## config.mk

```make
export PLATFORM = sky130hd
export DESIGN_NAME = kd_regs
export DESIGN_NICKNAME = d
export VERILOG_FILES = /design/src/rtl/kd_pkg.sv /design/src/rtl/kd_kbd_chan.sv /design/src/rtl/kd_disp_chan.sv /design/src/rtl/kd_rdmux.sv /design/src/rtl/kd_regs.sv
export SDC_FILE = /design/constraint.sdc
export NUM_CORES = 1
export LEC_CHECK = 0
export BUFFER_PORTS_ARGS = -buffer_cell sky130_fd_sc_hd__buf_2
export CAP_MARGIN = 20
export CORE_UTILIZATION = 38
export DETAILED_ROUTE_END_ITERATION = 8
export PLACE_DENSITY = 0.74
export SLEW_MARGIN = 20
export SYNTH_ARGS = -nofsm -noshare
export SYNTH_HDL_FRONTEND = slang
export SYNTH_SLANG_ARGS = --single-unit
export TNS_END_PERCENT = 50
```

## constraint.sdc

```tcl
create_clock -name clk -period 1.25 [get_ports clk]
set_input_delay 0.1875 -clock clk [delete_from_list [all_inputs] [get_ports clk]]
set_output_delay 0.1875 -clock clk [all_outputs]
set_load 0.01 [all_outputs]
```

## src/rtl/kd_pkg.sv

```systemverilog
// Package: shared constants for the keyboard/display register block.
// Assumes status words put the ready flag in the top bit and the
// interrupt enable in the bit below it.
package kd_pkg;
    localparam int KD_CHAR_W = 8;
    localparam int KD_REG_W  = 16;

    // Read source selected by the one-hot read strobes.
    typedef enum logic [1:0] {
        RSEL_NONE = 2'd0,
        RSEL_KSTS = 2'd1,
        RSEL_KDAT = 2'd2,
        RSEL_DSTS = 2'd3
    } rsel_t;
endpackage

```

## src/rtl/kd_kbd_chan.sv

```systemverilog
// Keyboard channel: holds one character and the keyboard ready flag and
// interrupt enable. Assumes the keyboard holds its character while
// ready_o is low. A data read clears the flag; a taken character sets it.
module kd_kbd_chan #(
    parameter int CHAR_W = 8
) (
    input  logic              clk,
    input  logic              rst_n,
    input  logic [CHAR_W-1:0] char_i,
    input  logic              valid_i,
    input  logic              data_rd_i,
    input  logic              ie_wr_i,
    input  logic              ie_val_i,
    output logic              ready_o,
    output logic              full_o,
    output logic              ie_o,
    output logic [CHAR_W-1:0] data_o
);
    logic              full_q;
    logic              ie_q;
    logic [CHAR_W-1:0] data_q;
    logic              take;

    // Purpose: a character is taken only while the holding register is empty.
    always_comb take = valid_i && !full_q;

    // Purpose: ready flag and held character, set by arrival, cleared by read.
    always_ff @(posedge clk) begin
        if (!rst_n) begin
            full_q <= 1'b0;
            data_q <= '0;
        end else if (take) begin
            full_q <= 1'b1;
            data_q <= char_i;
        end else if (data_rd_i) begin
            full_q <= 1'b0;
        end
    end

    // Purpose: interrupt enable, loaded only by a status write.
    always_ff @(posedge clk) begin
        if (!rst_n) ie_q <= 1'b0;
        else if (ie_wr_i) ie_q <= ie_val_i;
    end

    assign ready_o = !full_q;
    assign full_o  = full_q;
    assign ie_o    = ie_q;
    assign data_o  = data_q;
endmodule

```

## src/rtl/kd_disp_chan.sv

```systemverilog
// Display channel: holds the character being shown and the display ready
// flag and interrupt enable. Assumes done_i pulses once per character.
// A data write clears the flag; done sets it; write wins over done.
module kd_disp_chan #(
    parameter int CHAR_W = 8
) (
    input  logic              clk,
    input  logic              rst_n,
    input  logic              data_wr_i,
    input  logic [CHAR_W-1:0] wchar_i,
    input  logic              done_i,
    input  logic              ie_wr_i,
    input  logic              ie_val_i,
    output logic [CHAR_W-1:0] char_o,
    output logic              valid_o,
    output logic              rdy_o,
    output logic              ie_o
);
    logic              rdy_q;
    logic              ie_q;
    logic [CHAR_W-1:0] char_q;

    // Purpose: ready flag and output character driven by write and done.
    always_ff @(posedge clk) begin
        if (!rst_n) begin
            rdy_q  <= 1'b1;
            char_q <= '0;
        end else if (data_wr_i) begin
            rdy_q  <= 1'b0;
            char_q <= wchar_i;
        end else if (done_i && !rdy_q) begin
            rdy_q  <= 1'b1;
        end
    end

    // Purpose: interrupt enable, loaded only by a status write.
    always_ff @(posedge clk) begin
        if (!rst_n) ie_q <= 1'b0;
        else if (ie_wr_i) ie_q <= ie_val_i;
    end

    assign char_o  = char_q;
    assign valid_o = !rdy_q;
    assign rdy_o   = rdy_q;
    assign ie_o    = ie_q;
endmodule

```

## src/rtl/kd_rdmux.sv

```systemverilog
// Read path and interrupt combine: builds the status words, selects the
// read word from the one-hot strobes and forms the interrupt request.
// Assumes at most one read strobe per cycle.
module kd_rdmux
    import kd_pkg::*;
#(
    parameter int CHAR_W = 8,
    parameter int REG_W  = 16
) (
    input  logic              ksts_rd_i,
    input  logic              kdat_rd_i,
    input  logic              dsts_rd_i,
    input  logic              kb_full_i,
    input  logic              kb_ie_i,
    input  logic [CHAR_W-1:0] kb_data_i,
    input  logic              dp_rdy_i,
    input  logic              dp_ie_i,
    output logic [REG_W-1:0]  rd_data_o,
    output logic              irq_o
);
    localparam int RDY_BIT = REG_W - 1;
    localparam int IE_BIT  = REG_W - 2;

    logic [REG_W-1:0] ksts_w;
    logic [REG_W-1:0] dsts_w;
    logic [REG_W-1:0] kdat_w;
    rsel_t            sel;

    // Purpose: assemble status and data words with zeroed unused fields.
    always_comb begin
        ksts_w          = '0;
        ksts_w[RDY_BIT] = kb_full_i;
        ksts_w[IE_BIT]  = kb_ie_i;
        dsts_w          = '0;
        dsts_w[RDY_BIT] = dp_rdy_i;
        dsts_w[IE_BIT]  = dp_ie_i;
        kdat_w          = '0;
        kdat_w[CHAR_W-1:0] = kb_data_i;
    end

    // Purpose: encode the read strobes into a source select.
    always_comb begin
        if (ksts_rd_i)      sel = RSEL_KSTS;
        else if (kdat_rd_i) sel = RSEL_KDAT;
        else if (dsts_rd_i) sel = RSEL_DSTS;
        else                sel = RSEL_NONE;
    end

    // Purpose: drive the read word for the selected source.
    always_comb begin
        case (sel)
            RSEL_KSTS: rd_data_o = ksts_w;
            RSEL_KDAT: rd_data_o = kdat_w;
            RSEL_DSTS: rd_data_o = dsts_w;
            default:   rd_data_o = '0;
        endcase
    end

    // Purpose: interrupt when either channel is ready with its enable set.
    always_comb irq_o = (kb_full_i && kb_ie_i) || (dp_rdy_i && dp_ie_i);
endmodule

```

## src/rtl/kd_regs.sv

```systemverilog
// Top: keyboard and display device registers behind per-register strobes
// from an external decoder. Assumes one read strobe at a time; the read
// word is combinational in the strobe's cycle.
module kd_regs #(
    parameter int CHAR_W = kd_pkg::KD_CHAR_W,
    parameter int REG_W  = kd_pkg::KD_REG_W
) (
    input  logic              clk,
    input  logic              rst_n,
    input  logic [CHAR_W-1:0] kb_char_i,
    input  logic              kb_valid_i,
    output logic              kb_ready_o,
    output logic [CHAR_W-1:0] dp_char_o,
    output logic              dp_valid_o,
    input  logic              dp_done_i,
    input  logic [REG_W-1:0]  wr_data_i,
    input  logic              ksts_rd_i,
    input  logic              ksts_wr_i,
    input  logic              kdat_rd_i,
    input  logic              dsts_rd_i,
    input  logic              dsts_wr_i,
    input  logic              ddat_wr_i,
    output logic [REG_W-1:0]  rd_data_o,
    output logic              irq_o
);
    localparam int IE_BIT = REG_W - 2;

    logic              kb_full;
    logic              kb_ie;
    logic [CHAR_W-1:0] kb_data;
    logic              dp_rdy;
    logic              dp_ie;

    kd_kbd_chan #(.CHAR_W(CHAR_W)) u_kbd (
        .clk       (clk),
        .rst_n     (rst_n),
        .char_i    (kb_char_i),
        .valid_i   (kb_valid_i),
        .data_rd_i (kdat_rd_i),
        .ie_wr_i   (ksts_wr_i),
        .ie_val_i  (wr_data_i[IE_BIT]),
        .ready_o   (kb_ready_o),
        .full_o    (kb_full),
        .ie_o      (kb_ie),
        .data_o    (kb_data)
    );

    kd_disp_chan #(.CHAR_W(CHAR_W)) u_disp (
        .clk       (clk),
        .rst_n     (rst_n),
        .data_wr_i (ddat_wr_i),
        .wchar_i   (wr_data_i[CHAR_W-1:0]),
        .done_i    (dp_done_i),
        .ie_wr_i   (dsts_wr_i),
        .ie_val_i  (wr_data_i[IE_BIT]),
        .char_o    (dp_char_o),
        .valid_o   (dp_valid_o),
        .rdy_o     (dp_rdy),
        .ie_o      (dp_ie)
    );

    kd_rdmux #(.CHAR_W(CHAR_W), .REG_W(REG_W)) u_rd (
        .ksts_rd_i (ksts_rd_i),
        .kdat_rd_i (kdat_rd_i),
        .dsts_rd_i (dsts_rd_i),
        .kb_full_i (kb_full),
        .kb_ie_i   (kb_ie),
        .kb_data_i (kb_data),
        .dp_rdy_i  (dp_rdy),
        .dp_ie_i   (dp_ie),
        .rd_data_o (rd_data_o),
        .irq_o     (irq_o)
    );
endmodule

```

# [Word-level counts from Yosys, hierarchy flattened]
# Index checks and enable logic that the tools add are counted.
[op_classes] add_sub_neg=0 mul=0 n_div=0 magnitude_cmp=0 eq_ne=3 n_shift=0 muxes=8 n_bitwise=0 n_reduce_logical=9
[op_table] op="16-bit case mux with 3 select lines" count=1
[op_table] op="2-bit two-way mux" count=3
[op_table] op="2-bit equality test (second input constant)" count=2
[op_table] op="1-bit logical AND" count=4
[op_table] op="1-bit two-way mux" count=4
[op_table] op="2-bit nonzero test" count=2
[op_table] op="2-bit by 1-bit equality test with 1-bit output (second input constant)" count=1
[op_table] op="1-bit zero test" count=2
[op_table] op="1-bit logical OR" count=1
[word_totals] register_bits=20 latchBits=0 ram_bits=0 romBits=0 in_bits=34 out_inout_bits=27 elab_cells=26 mem_count=0

# [Depth between registers and ports, before layout]
[depth] depth_word=5 mapped_depth=4 mapped_depth_nobuf=2

# [By module]
# Synthesis repeated with hierarchy kept, for this count alone.
[unflattened] hier_cells=98 hier_area_um2=939.7
[by_module_without_submodules] mod="kd_kbd_chan" n_inst=1 cells_per_inst=43 area_per_inst_um2=412.9 seq_area_each_um2=200.2
[by_module_without_submodules] mod="kd_disp_chan" n_inst=1 cells_per_inst=32 area_per_inst_um2=370.4 seq_area_each_um2=200.2
[by_module_without_submodules] mod="kd_rdmux" n_inst=1 cells_per_inst=23 area_per_inst_um2=156.4 seq_area_each_um2=0.0

# [Worst setup path after synthesis]
# No wires, ideal clock.
[synth_path] kind="register to output" startpoint="register u_disp.rdy_q (netlist: u_disp.rdy_o)" endpoint="output port rd_data_o[15]" arrival_time_ns=0.692 required_ns=1.062 setup_slack_ns=0.370 path_stages_with_launch=3 n_path_buf=0 cell_sequence="dfxtp_1 -> nand3b_1 -> o21ai_0"
[synth_via] elab_chain_len=1
[synth_rtl] item="start: declaration" line="kd_disp_chan.sv:19" text="logic rdy_q;"
[synth_rtl] item="start signal: assignment" line="kd_disp_chan.sv:26" text="rdy_q <= 1'b1;"
[synth_rtl] item="start signal: assignment" line="kd_disp_chan.sv:29" text="rdy_q <= 1'b0;"
[synth_rtl] item="start signal: assignment" line="kd_disp_chan.sv:32" text="rdy_q <= 1'b1;"
[synth_rtl] item="16-bit case mux with 3 select lines" line="kd_rdmux.sv:51" text="case (sel)"
[synth_rtl] item="end: declaration" line="kd_regs.sv:23" text="output logic [REG_W-1:0] rd_data_o,"
# No other way between the ends.

# [Worst setup path after layout]
# Ends and elaborated chain as after synthesis.

==> qor.yml <==
status:
  run_status: "complete, no violations"
layout:
  final_layout_size_suffix_gt1_share_pct: 38.6
  layout.filler_cells: 238
  area_growth_pct: 26.9
  postLayoutCellArea_sq_um: 1170
  most_frequent_cells_in_the_layout: "sky130_fd_sc_hd__buf_2 (47), sky130_fd_sc_hd__nand2_1 (19), sky130_fd_sc_hd__mux2i_1 (18)"
  commonest_non_fill_non_tap_cell_in_the_layout: "sky130_fd_sc_hd__buf_2"
  multi_input_area_sq_um: 455
  ff_latch_area_sq_um: 404
  net_count_final: 181
  finish.cell_count_without_fillers: 173
  diodes: 0
critical_path:
  cp-startpoint: "u_disp.rdy_o$_SDFFE_PN1P_"
  critical_path_required_ns: 1.06
  critical_path_cell_count: 3
  reg2reg_to: "u_kbd.data_o[4]$_SDFFE_PN0P_"
  reg2regPathDepth: 3
  reg2reg_slack_ns: 0.33
  critical_path_peak_fanout: 4
  worst_ep_arrival_time_ns: 0.99
  reg2reg_from: "u_kbd.full_o$_SDFFE_PN0P_"
  cp-endpoint: "rd_data_o[15]"
  worstSetupStartpointType: "register"
  path_delay_family: "flip-flops"
  crit_type: "register to output port"
  cp_slowest_stage_delay_ns: 0.37
  worstPathCellList: "nand3b_1 > o21ai_1 > buf_2"
  cp-end-kind: "output port"
  path_buf_inv: 1
  timing.critical_path.slowest_stage_cell: "sky130_fd_sc_hd__dfxtp_2"
sta:
  finalCritPeriodShare_pct: 94.3
  skew_final_ns: 0.000969
  fin_hold_ws_ns: 0.128
  setup-violations-final: 0
  setup_total_negative_slack_ns: 0
  final.min_clock_period_ns: 1.18
  drv_slew: 0
  grt_setup_unrepaired: "yes"
  report.final.hold_viol_count: 0
  fmax_mhz: 849
route:
  vias: 767
  detail_route.drc_violations: 0
  drt-pass1-iter-count: 4
  first_iter_violations: 4
  vias_per_cell: 4.43
  wirelength_microns: 1760
  ant_nets: 0
  route.detailed.wl_per_inst_microns: 10.2
floorplanning:
  floorplan_die_area_sq_um: 2640
  boundaryPins: 61
  row_count: 17
  floorplan.initialDensity_pct: 41.1
  floorplan.die.width_microns: 51.4
  chipHeight_microns: 51.4
  area_inside_the_core_boundary_sq_um: 2250
synthesis:
  syn-mean-instance-area_sq_um: 9.35
  number_of_instances_in_the_synthesized_netlist: 99
  yosysSeqAreaShare_pct: 43.2
  netlist-cell-type-count: 17
  ys_warn_count: 0
  post_synth_instance_area_sq_um: 926
  synth-seq-cells: 20
clock_network:
  cts_htree_levels: 1
  number_of_clock_sinks_seen_by_cts: 20
  path_clk_slew_ns: 0.10
  clock-root-buffer: "sky130_fd_sc_hd__clkbuf_4"
  clock_buffer_count_from_cts: 3
  cts_tree: "yes"
  worstSkewPairLatency_ns: 0.29
  cts_max_path_buffers: 2
placement:
  number_of_placed_instances_taps_included: 169
  final_weighted_congestion_of_routability_driven_global_placement: 0.700
  dp_hpwl_microns: 1330
  placed_area_sq_um: 1140
  io_buffer_count: 47
pwr:
  power.density_nw_per_um2: 1030
  largest_voltage_drop_on_the_vdd_net_mv: 0.445
  power_leakage_nw: 0.626
global_routing:
  grt_pass1_vias: 732
  grt_util_all_layers_pct: 14.2
  grt_pass1_wl_microns: 2810
  initial_antenna_violation_count: 0
  global_route.overflow_total: 0
  pin_count_of_the_biggest_net_entering_global_routing: 29
min_path:
  worstHoldPathType: "input pin to register"
flow_run:
  maxCapViolations: 0
[what timing repair did]
item,4_1_cts,5_1_grt
setup endpoints to repair,1,3
gates resized for setup,1,4
setup buffers,0,1
hold buffers,0,0
[tightest hold or removal path, delay by kind of cell]
kind / cells / cell delay [ns]
simple gates: 1 / 0.04
mux: 1 / 0.05
buf+inv: 1 / 0.10
[routing by layer]
layer	vias to the layer above	global-route usage [%]	routed length, microns
li1	399	-	-
met1	327	14.0	744
met2	39	27.5	869
met3	2	3.87	138
met4	0	5.41	8
met5	-	0	0
[cell usage after synthesis]
cell type                  count  area, sq um
sky130_fd_sc_hd__nor2b_2       1         8.76
sky130_fd_sc_hd__buf_4         8         60.1
sky130_fd_sc_hd__nand3b_1      2         15.0
sky130_fd_sc_hd__buf_2         2         10.0
sky130_fd_sc_hd__a22o_1        1         8.76
sky130_fd_sc_hd__o21ai_0       3         15.0
sky130_fd_sc_hd__inv_1         2         7.51
sky130_fd_sc_hd__and2_1        8         50.1
sky130_fd_sc_hd__buf_6         1         11.3
sky130_fd_sc_hd__o211a_1       1         10.0
sky130_fd_sc_hd__nor2b_1      10         62.6
sky130_fd_sc_hd__nor2_1        1         3.75
sky130_fd_sc_hd__dfxtp_1      20          400
sky130_fd_sc_hd__conb_1        1         3.75
sky130_fd_sc_hd__nand2_1      19         71.3
sky130_fd_sc_hd__mux2i_1      18          180
sky130_fd_sc_hd__and2b_1       1         7.51
[state kept, by name (all words and copies together) (netlist names)]
name and count:
u_disp.char_o 8, u_kbd.data_o 8, u_disp.ie_o 1, u_disp.rdy_o 1, u_kbd.full_o 1, u_kbd.ie_o 1
[report_power, final]
part           total, W  switching [W]  leakage, nW  internal (W)
sequential     0.000703      0.0000231        0.166      0.000680
clock          0.000292       0.000180       0.0138      0.000112
combinational  0.000215       0.000105        0.446      0.000110
total           0.00121       0.000308        0.626      0.000901
[per-stage QoR]
step	utilization, %	total power, W	setup slack (ns)
2_1_floorplan	-	0.000860	0.370
3_3_place_gp	50.6	0.000921	0.147
3_5_place_dp	50.6	0.000931	0.145
4_1_cts	51.7	0.00123	0.0182
5_1_grt	52.1	0.00129	-0.0417
6_report	52.1	0.00121	0.0715
[how the worst min path moves through the flow]
stage	start	endpoint	slack, ns	depth (start not counted)
2_1_floorplan	kb_valid_i	u_kbd.full_o$_SDFFE_PN0P_	0.33	1
3_3_place_gp	kb_valid_i	u_kbd.full_o$_SDFFE_PN0P_	0.42	2
3_5_place_dp	kb_char_i[5]	u_kbd.data_o[5]$_SDFFE_PN0P_	0.44	3
4_1_cts	kb_char_i[5]	u_kbd.data_o[5]$_SDFFE_PN0P_	0.12	3
5_1_grt	kb_char_i[6]	u_kbd.data_o[6]$_SDFFE_PN0P_	0.11	3
6_report	kb_char_i[5]	u_kbd.data_o[5]$_SDFFE_PN0P_	0.13	3
[final cells by class]
cell class | instances | area share, %
Multi-Input combinational cell | 71 | 38.8
Clock buffer | 3 | 1.92
Timing Repair Buffer | 49 | 21.3
Inverter | 2 | 0.639
Tap cell | 28 | 2.98
Sequential cell | 20 | 34.4
[cell families after synthesis]
group	Yosys count	share of synthesized area (%)
flip-flops	20	43.2
buffers and inverters	13	9.60
AO/OA/AOI/OAI	5	3.65
multiplexers	18	19.5
other	1	0.405
AND/OR/NAND/NOR	42	23.6
(Power assumes the default switching activity.)
